--- src/rtl/owm_pkg.sv ---
package owm_pkg;
   typedef enum logic [1:0] {
      OWM_OP_RESET = 2'd0,
      OWM_OP_WRITE = 2'd1,
      OWM_OP_READ  = 2'd2,
      OWM_OP_NONE  = 2'd3
   } owm_op_e;
endpackage

--- src/rtl/owm_tick_gen.sv ---
module owm_tick_gen #(
   parameter int DIV = 100
) (
   input  logic clk,
   input  logic rst_n,
   input  logic clr,
   output logic tick
);
   generate
      if (DIV <= 1) begin : g_direct
         assign tick = 1'b1;
      end else begin : g_count
         localparam int CW = $clog2(DIV);
         localparam logic [CW-1:0] LAST = CW'(DIV - 1);
         logic [CW-1:0] cnt;
         always_ff @(posedge clk or negedge rst_n) begin
            if (!rst_n)           cnt <= '0;
            else if (clr)         cnt <= '0;
            else if (cnt == LAST) cnt <= '0;
            else                  cnt <= cnt + 1'b1;
         end
         assign tick = (cnt == LAST);
      end
   endgenerate
endmodule

--- src/rtl/owm_line_sync.sv ---
module owm_line_sync #(
   parameter int STAGES = 2
) (
   input  logic clk,
   input  logic rst_n,
   input  logic d,
   output logic q
);
   logic [STAGES-1:0] ff;
   always_ff @(posedge clk or negedge rst_n) begin
      if (!rst_n) ff <= '1;
      else        ff <= {ff[STAGES-2:0], d};
   end
   assign q = ff[STAGES-1];
endmodule

--- src/rtl/owm_slot_seq.sv ---
module owm_slot_seq
   import owm_pkg::*;
#(
   parameter int RST_LOW_US     = 480,
   parameter int RST_RX_US      = 480,
   parameter int PRES_SAMPLE_US = 70,
   parameter int SLOT_US        = 60,
   parameter int WR1_LOW_US     = 6,
   parameter int RD_LOW_US      = 6,
   parameter int RD_SAMPLE_US   = 15,
   parameter int RECOVER_US     = 5
) (
   input  logic    clk,
   input  logic    rst_n,
   input  logic    us_tick,
   input  logic    start,
   input  owm_op_e op,
   input  logic    wr_bit,
   input  logic    line_s,
   output logic    tick_clr,
   output logic    busy,
   output logic    done,
   output logic    pull_low,
   output logic    presence,
   output logic    rd_bit,
   output owm_op_e cur_op
);
   localparam int RST_TOTAL  = RST_LOW_US + RST_RX_US + RECOVER_US;
   localparam int SLOT_TOTAL = SLOT_US + RECOVER_US;
   localparam int MAX_TOTAL  = (RST_TOTAL > SLOT_TOTAL) ? RST_TOTAL : SLOT_TOTAL;
   localparam int CW         = $clog2(MAX_TOTAL + 1);

   logic          bit_q;
   logic [CW-1:0] us_cnt, cnt_nxt;
   logic [CW-1:0] low_len, smp_at, tot_len;
   logic          accept;

   assign accept   = !busy && start && (op != OWM_OP_NONE);
   assign tick_clr = accept;
   assign cnt_nxt  = us_cnt + 1'b1;

   always_comb begin
      unique case (cur_op)
         OWM_OP_RESET: begin
            low_len = CW'(RST_LOW_US);
            smp_at  = CW'(RST_LOW_US + PRES_SAMPLE_US);
            tot_len = CW'(RST_TOTAL);
         end
         OWM_OP_WRITE: begin
            low_len = bit_q ? CW'(WR1_LOW_US) : CW'(SLOT_US);
            smp_at  = '0;
            tot_len = CW'(SLOT_TOTAL);
         end
         default: begin
            low_len = CW'(RD_LOW_US);
            smp_at  = CW'(RD_SAMPLE_US);
            tot_len = CW'(SLOT_TOTAL);
         end
      endcase
   end

   always_ff @(posedge clk or negedge rst_n) begin
      if (!rst_n) begin
         busy     <= 1'b0;
         done     <= 1'b0;
         pull_low <= 1'b0;
         presence <= 1'b0;
         rd_bit   <= 1'b0;
         bit_q    <= 1'b0;
         cur_op   <= OWM_OP_NONE;
         us_cnt   <= '0;
      end else begin
         done <= 1'b0;
         if (!busy) begin
            if (accept) begin
               busy     <= 1'b1;
               pull_low <= 1'b1;
               cur_op   <= op;
               bit_q    <= wr_bit;
               us_cnt   <= '0;
            end
         end else if (us_tick) begin
            us_cnt   <= cnt_nxt;
            pull_low <= (cnt_nxt < low_len);
            if (cnt_nxt == smp_at) begin
               if (cur_op == OWM_OP_RESET) presence <= !line_s;
               if (cur_op == OWM_OP_READ)  rd_bit   <= line_s;
            end
            if (cnt_nxt == tot_len) begin
               busy     <= 1'b0;
               done     <= 1'b1;
               pull_low <= 1'b0;
            end
         end
      end
   end
endmodule

--- src/rtl/owm_engine.sv ---
module owm_engine
   import owm_pkg::*;
#(
   parameter int CLK_HZ         = 100_000_000,
   parameter int RST_LOW_US     = 480,
   parameter int RST_RX_US      = 480,
   parameter int PRES_SAMPLE_US = 70,
   parameter int SLOT_US        = 60,
   parameter int WR1_LOW_US     = 6,
   parameter int RD_LOW_US      = 6,
   parameter int RD_SAMPLE_US   = 15,
   parameter int RECOVER_US     = 5,
   parameter int SYNC_STAGES    = 2
) (
   input  logic       clk,
   input  logic       rst_n,
   input  logic       start,
   input  logic [1:0] op,
   input  logic       wr_bit,
   output logic       busy,
   output logic       done,
   output logic       presence,
   output logic       rd_bit,
   output logic       pull_low,
   input  logic       line_in
);
   localparam int TICK_DIV = CLK_HZ / 1_000_000;

   if (TICK_DIV < 1)                          $error("CLK_HZ must be at least 1 MHz");
   if (RST_LOW_US < 480)                      $error("reset low time below 480 us");
   if (RST_LOW_US + RECOVER_US >= 960)        $error("reset low plus recovery reaches 960 us");
   if (PRES_SAMPLE_US >= RST_RX_US)           $error("presence sample after receive period");
   if (RD_SAMPLE_US <= RD_LOW_US)             $error("read sample inside master low time");
   if (SLOT_US <= RD_SAMPLE_US)               $error("read sample outside the slot");
   if (WR1_LOW_US >= SLOT_US)                 $error("write-1 low time fills the slot");
   if (RECOVER_US < 1)                        $error("recovery must be at least 1 us");
   if (SYNC_STAGES < 2)                       $error("synchronizer needs two stages");

   logic    us_tick, tick_clr, line_s;
   owm_op_e cur_op;

   owm_tick_gen #(.DIV(TICK_DIV)) u_tick (
      .clk   (clk),
      .rst_n (rst_n),
      .clr   (tick_clr),
      .tick  (us_tick)
   );

   owm_line_sync #(.STAGES(SYNC_STAGES)) u_sync (
      .clk   (clk),
      .rst_n (rst_n),
      .d     (line_in),
      .q     (line_s)
   );

   owm_slot_seq #(
      .RST_LOW_US     (RST_LOW_US),
      .RST_RX_US      (RST_RX_US),
      .PRES_SAMPLE_US (PRES_SAMPLE_US),
      .SLOT_US        (SLOT_US),
      .WR1_LOW_US     (WR1_LOW_US),
      .RD_LOW_US      (RD_LOW_US),
      .RD_SAMPLE_US   (RD_SAMPLE_US),
      .RECOVER_US     (RECOVER_US)
   ) u_seq (
      .clk      (clk),
      .rst_n    (rst_n),
      .us_tick  (us_tick),
      .start    (start),
      .op       (owm_op_e'(op)),
      .wr_bit   (wr_bit),
      .line_s   (line_s),
      .tick_clr (tick_clr),
      .busy     (busy),
      .done     (done),
      .pull_low (pull_low),
      .presence (presence),
      .rd_bit   (rd_bit),
      .cur_op   (cur_op)
   );
endmodule

--- config.mk ---
export PLATFORM = sky130hd
export DESIGN_NAME = owm_engine
export DESIGN_NICKNAME = d
export VERILOG_FILES = /design/src/rtl/owm_pkg.sv /design/src/rtl/owm_tick_gen.sv /design/src/rtl/owm_line_sync.sv /design/src/rtl/owm_slot_seq.sv /design/src/rtl/owm_engine.sv
export SDC_FILE = /design/constraint.sdc
export NUM_CORES = 1
export LEC_CHECK = 0
export BUFFER_PORTS_ARGS = -buffer_cell sky130_fd_sc_hd__buf_2
export CORE_ASPECT_RATIO = 0.6
export CORE_MARGIN = 5
export CORE_UTILIZATION = 64
export DETAILED_ROUTE_END_ITERATION = 16
export PLACE_DENSITY = 0.82
export SLEW_MARGIN = 20
export SYNTH_ARGS = -nofsm -noshare
export SYNTH_HDL_FRONTEND = slang
export SYNTH_SLANG_ARGS = --single-unit
export TNS_END_PERCENT = 20
--- constraint.sdc ---
create_clock -name clk -period 5.9 [get_ports clk]
set_input_delay 0.59 -clock clk [delete_from_list [all_inputs] [get_ports clk]]
set_output_delay 0.59 -clock clk [all_outputs]
set_load 0.1 [all_outputs]
==> impl_metrics.ini, run 1 <==
[outcome]
status = finished, final reports clean

[clock_tree]
postCtsResizedCells = 0
cts_buffers = 3
hold_buffers = 0
cts_buffer_depth = 2
clock_latency_ns = 0.28
htree_levels = 1
cts_tree = built
cts_setup_buffers = 0
clock_tree.root_cell = clkbuf_8
clock_sinks = 27
clk_pin_slew_ns = 0.09

[job]
drv_cap = 0

[yosys]
yosysMostFrequentCell = dfrtp_1
synth_top_area_share_pct = 34.8
ys.flop_type = dfrtp_1
async_flop_share_pct = 100
netlist_top_cells_area = dfrtp_1 (35%), dfstp_2 (6.3%), ha_1 (6.0%)
synth_common_cells = dfrtp_1 (23), o21ai_0 (16), nand3_1 (15)
synth.net_count = 189
yosysWarnings = 0
syn_inst = 174
synth_edf_count = 0
ys_seq_area_share_pct = 41.1
avgSynthCellArea_sq_um = 9.51
synth_top_area_cell = dfrtp_1
yosysUniqueCellTypes = 46
synth_seq_cells = 27
synth_area_sq_um = 1660

[die]
die_y_um = 49.4
start_util_pct = 66.5
die_w_um = 75.7
fp-row-count = 14
fp.coreArea_sq_um = 2490
fp.dieArea_sq_um = 3740
io_pins = 12

[sta]
finalCritPeriodShare_pct = 44.8
fin_crit_ns = 2.64
fin_worst_skew_ns = 0.00264
tns_ns = 0
setup_viol_count_final = 0
max_freq_mhz = 378
worst_pin_slew_ns = 0.777
relSlewSlack_pct = 47.8
hold_violations = 0
rsz0062_at_grt = no
slew_violations = 0

[global_route]
grt_max_degree = 28
grt_pass1_vias = 1333
gr-total-overflow = 0
grt_pass1_wl_mm = 6.34
antenna_found_initial = 0
grtUsageTotal_pct = 22.1

[final_layout]
fin_util_pct = 71.0
multi_input_area_sq_um = 908
final-seq-area_sq_um = 681
drive_gt1_share_pct = 15.8
n_antenna_cell = 0
syn_to_final_growth_pct = 6.73
nNetsFinal = 199
fill_cells = 192

[route]
wl_mm = 3.59
postRouteAntennaNets = 0
drtIter0Drc = 151
drc = 0
detail_route.first_pass.iterations = 4
via_per_inst = 6.08
vias = 1308
avgRoutedWirePerCell_um = 16.7

[power]
ir_drop_v = 0.000177
p_leak_nw = 0.785
powerDensity_nw_per_um2 = 397

[setup_path]
arrival_ns = 2.81
path_cells = ha_1, nand4b_1, or4b_1, a21oi_2, o211ai_2, nor4_2, mux2_1
worstPathRequired_ns = 6.06
end_kind = register
rrSetupSlack_ns = 3.26
cp_slowest_stage_delay_ns = 0.86
reg2reg_depth = 7
startpoint_type = register
worstPathMaxFanout = 25
timing.rr.start = u_tick.g_count.cnt[0]
crit_path_top_delay_cell = or4b_1
critPathKind = register to register
reg2reg_to = u_seq.rd_bit

[placed_design]
hpwl_mm = 2.69
gp_congestion = 0.849
portBuffers = 11

[hold_path]
hold_path.class = input pin to asynchronous set/reset pin
## cell usage in the layout (no fill, tap or decap), types with 2 or more instances in the layout
cell / synthesis / final
nand3_1: 15 / 15
dfrtp_1: 23 / 23
nor2_1: 14 / 14
nand2_1: 13 / 13
a21oi_1: 2 / 2
xnor2_1: 9 / 9
dfstp_2: 4 / 4
clkbuf_8: 0 / 3
or3_1: 4 / 4
xor2_1: 7 / 7
o21ai_0: 16 / 16
nor3_1: 2 / 2
nand4b_1: 2 / 2
mux2_2: 3 / 3
nand2b_1: 6 / 6
buf_2: 2 / 11
inv_1: 10 / 10
o31ai_1: 4 / 4
ha_1: 8 / 8
and3_1: 2 / 2
## state kept, by name, summed over array words and instances (netlist names), 2 cells and up
name,count
u_seq.cur_op,2
u_sync.ff,2
u_tick.g_count.cnt,7
u_seq.us_cnt,10
## routing by layer
metal	vias up	track usage, %	share of wire (%)
li1	633	-	-
met4	0	6.10	0.70
met1	624	33.5	49
met5	-	0	0
met2	44	30.4	44
met3	7	6.17	6.3
## logic make-up after synthesis
logic type	Yosys count	share of synthesized area, %
adders and majority gates	8	6.05
muxes	5	3.33
DFF	27	41.1
AOI/OAI and AO/OA	32	12.5
and+or+nand+nor	69	23.1
xor gates and xnor gates	17	9.83
buffers and inverters	16	4.01
## report_power, final
part,total [mW],switching (mW),internal (mW)
logic,0.294,0.172,0.123
registers,0.299,0.0626,0.237
clock network,0.108,0.0594,0.0485
## area by class of cell
class                   count  area share (%)
multi-input cells         131            51.4
flip-flops and latches     27            38.5
inverters                  10            2.12
well taps                  32            2.27
clock buffers               4            2.55
repair buffers             11            3.12
## metrics by stage
stage	area, sq um	total power [mW]	setup WS, ns	hold slack [ns]	instances
after CTS	1770	0.695	3.28	0.321	215
after global routing	1770	0.753	3.08	0.351	215
after floorplan	1660	0.518	3.51	0.294	174
final	1770	0.701	3.26	0.295	215
after global placement	1720	0.570	3.41	0.348	211
after detailed placement	1720	0.588	3.29	0.351	211
## worst max-delay path by stage
stage | depth (start not counted) | start | end
after floorplan | 6 | u_seq.busy | u_seq.rd_bit
after global placement | 7 | u_tick.g_count.cnt[0] | u_seq.rd_bit
after detailed placement | 7 | u_tick.g_count.cnt[0] | u_seq.rd_bit
after CTS | 7 | u_tick.g_count.cnt[0] | u_seq.rd_bit
after global routing | 7 | u_tick.g_count.cnt[0] | u_seq.rd_bit
final | 7 | u_tick.g_count.cnt[0] | u_seq.rd_bit
## worst max-delay path: cells and delay by family, from the launching register on
family / cells / cell delay (ns)
adders and majority gates: 1 / 0.21
AOI/OAI and AO/OA: 2 / 0.39
and+or+nand+nor: 3 / 1.19
DFF: 1 / 0.37
muxes: 1 / 0.36
Power figures use the tool's default switching activity.
==> inputs of run 2 (changes only) <==
--- a/config.mk
+++ b/config.mk
@@ -5,12 +5,13 @@
 export SDC_FILE = /design/constraint.sdc
 export NUM_CORES = 1
 export LEC_CHECK = 0
+export ABC_AREA = 1
 export BUFFER_PORTS_ARGS = -buffer_cell sky130_fd_sc_hd__buf_2
 export CORE_ASPECT_RATIO = 0.6
 export CORE_MARGIN = 5
-export CORE_UTILIZATION = 64
+export CORE_UTILIZATION = 60
 export DETAILED_ROUTE_END_ITERATION = 16
-export PLACE_DENSITY = 0.82
+export PLACE_DENSITY = 0.77
 export SLEW_MARGIN = 20
 export SYNTH_ARGS = -nofsm -noshare
 export SYNTH_HDL_FRONTEND = slang
==> constraint.sdc (replaced) <==
create_clock -name clk -period 2.5 [get_ports clk]
set_input_delay 0.25 -clock clk [delete_from_list [all_inputs] [get_ports clk]]
set_output_delay 0.25 -clock clk [all_outputs]
set_load 0.1 [all_outputs]
==> impl_metrics.ini, run 2 <==
[outcome]
status = finished, final reports clean

[setup_path]
rrSetupSlack_ns = 0.22
worstPathMaxFanout = 5
worstPathRequired_ns = 2.66
startpoint_type = register
end_kind = register
reg2reg_to = u_seq.pull_low
arrival_ns = 2.44
reg2reg_depth = 15
timing.rr.start = u_seq.us_cnt[1]
critPathKind = register to register

[hold_path]
hold_depth = 1
hold_end = u_sync.ff[0]
hold_path.class = input pin to register
min_from = line_in

[route]
detail_route.first_pass.iterations = 4
wl_mm = 3.71
via_per_inst = 5.12
avgRoutedWirePerCell_um = 12.5
postRouteAntennaNets = 0
drc = 0
vias = 1520
drtIter0Drc = 110

[yosys]
synth_area_sq_um = 1760
ys_seq_area_share_pct = 38.7
syn_inst = 238
synth_top_area_cell = dfrtp_1
netlist_top_cells_area = dfrtp_1 (33%), nand2_1 (12%), inv_1 (8.8%)
ys.flop_type = dfrtp_1
yosysMostFrequentCell = nand2_1
yosysUniqueCellTypes = 32
synth_top_area_share_pct = 32.7
yosysWarnings = 0
synth_common_cells = nand2_1 (54), inv_1 (41), dfrtp_1 (23)
synth.net_count = 253
synth_edf_count = 0
async_flop_share_pct = 100
synth_seq_cells = 27
avgSynthCellArea_sq_um = 7.39

[final_layout]
n_antenna_cell = 0
reg_top3 = u_seq.us_cnt x10, u_tick.g_count.cnt x7
regMostFlops = u_seq.us_cnt
final_common_cell = nand2_1
nNetsFinal = 271
drive_gt1_share_pct = 17.6
fin_util_pct = 68.2
largest_reg_flops = 10
layout_common_cells = nand2_1 (54), inv_1 (41), dfrtp_1 (23)
syn_to_final_growth_pct = 9.96

[power]
p_leak_nw = 1.00
power_mw = 1.61
powerDensity_nw_per_um2 = 835
ir_drop_v = 0.000484

[sta]
fin_worst_skew_ns = 0.00407
finalCritPeriodShare_pct = 91.2
rsz0062_at_grt = no
max_freq_mhz = 439
hold_violations = 0
fin_crit_ns = 2.28
relSlewSlack_pct = 61.8
layout_setup_ws_ns = 0.221
tns_ns = 0
worst_pin_slew_ns = 0.572
setup_viol_count_final = 0
slew_violations = 0

[die]
start_util_pct = 62.0
die_w_um = 79.9
fp.coreArea_sq_um = 2830
fp-row-count = 15
die_y_um = 51.9
fp.dieArea_sq_um = 4150
io_pins = 12

[placed_design]
gp_congestion = 0.867
dp_slack_ns = 0.283
hpwl_mm = 2.92
portBuffers = 11

[clock_tree]
htree_levels = 1
cts_buffer_depth = 2
clock_latency_ns = 0.27
clock_tree.root_cell = clkbuf_8
clk_pin_slew_ns = 0.09
cts_tree = built
cts_buffers = 3
cts_setup_buffers = 0
clock_sinks = 27

[global_route]
antenna_found_initial = 0
grt_pass1_wl_mm = 6.29
gr-total-overflow = 0
grt_pass1_vias = 1321
grtUsageTotal_pct = 20.2
grt_max_degree = 28

[job]
drv_cap = 0
[run 2: per-layer routing]
layer | vias up | share of wire [%] | track usage [%]
met5 | - | 0 | 0
met4 | 0 | 0 | 5.90
met3 | 0 | 8.5 | 4.15
met2 | 45 | 41 | 27.5
met1 | 679 | 51 | 31.7
li1 | 796 | - | -
[run 2: area by class of cell]
class / instances / area [sq um]
well taps: 42 / 52.6
fillers: 239 / 901
flip-flops and latches: 27 / 681
inverters: 45 / 174
multi-input cells: 165 / 900
clock inverters: 1 / 5.00
clock buffers: 3 / 41.3
repair buffers: 14 / 80.1
[run 2: worst max-delay path by stage]
stage	startpoint	to	slack (ns)	cells past startpoint
6_report	u_seq.us_cnt[1]	u_seq.pull_low	0.22	15
5_1_grt	u_seq.us_cnt[1]	u_seq.pull_low	0.05	15
2_1_floorplan	u_seq.us_cnt[0]	u_seq.pull_low	0.38	15
4_1_cts	u_seq.us_cnt[1]	u_seq.pull_low	0.26	15
3_5_place_dp	u_seq.us_cnt[1]	u_seq.pull_low	0.28	15
3_3_place_gp	u_seq.us_cnt[1]	u_seq.pull_low	0.34	15
[run 2: what timing repair did]
action	CTS	global route
hold buffers	1	0
resized for setup	0	0
hold endpoints to repair	23	0
[run 2: critical path, cell delays in order (launching register included)]
cell     delay (ns)
dfrtp_1        0.44
ha_1           0.23
nand2_2        0.10
nor2_2         0.14
nand4_1        0.11
xor2_1         0.17
ha_1           0.32
nand3_1        0.08
nor2_1         0.10
nand2_1        0.05
nor2_1         0.12
nand2_2        0.08
nand2_1        0.06
nor2_1         0.04
nand2_1        0.07
a21oi_2        0.05
[run 2: stage by stage]
| stage | hold WS, ns | instances | cell area [sq um] |
|---|---|---|---|
| 2_1_floorplan | -0.0456 | 238 | 1760 |
| 3_3_place_gp | 0.281 | 292 | 1880 |
| 3_5_place_dp | 0.284 | 292 | 1880 |
| 4_1_cts | 0.0621 | 297 | 1930 |
| 5_1_grt | 0.0622 | 297 | 1930 |
| 6_report | 0.0704 | 297 | 1930 |
[run 2: logic make-up (layout without fill, tap and decap cells)]
| kind of cell | Yosys count | count (layout) | share of synthesized area (%) |
|---|---|---|---|
| compound gates | 26 | 26 | 8.61 |
| xor+xnor | 3 | 3 | 1.92 |
| fa+ha+maj | 8 | 8 | 5.69 |
| buf+inv | 46 | 63 | 10.1 |
| flops | 27 | 27 | 38.7 |
| simple gates | 128 | 128 | 34.9 |
[run 2: report_power, final]
group / total, mW / internal (mW) / switching [mW]
Sequential: 0.658 / 0.554 / 0.103
Combinational: 0.716 / 0.262 / 0.454
Clock: 0.240 / 0.112 / 0.128
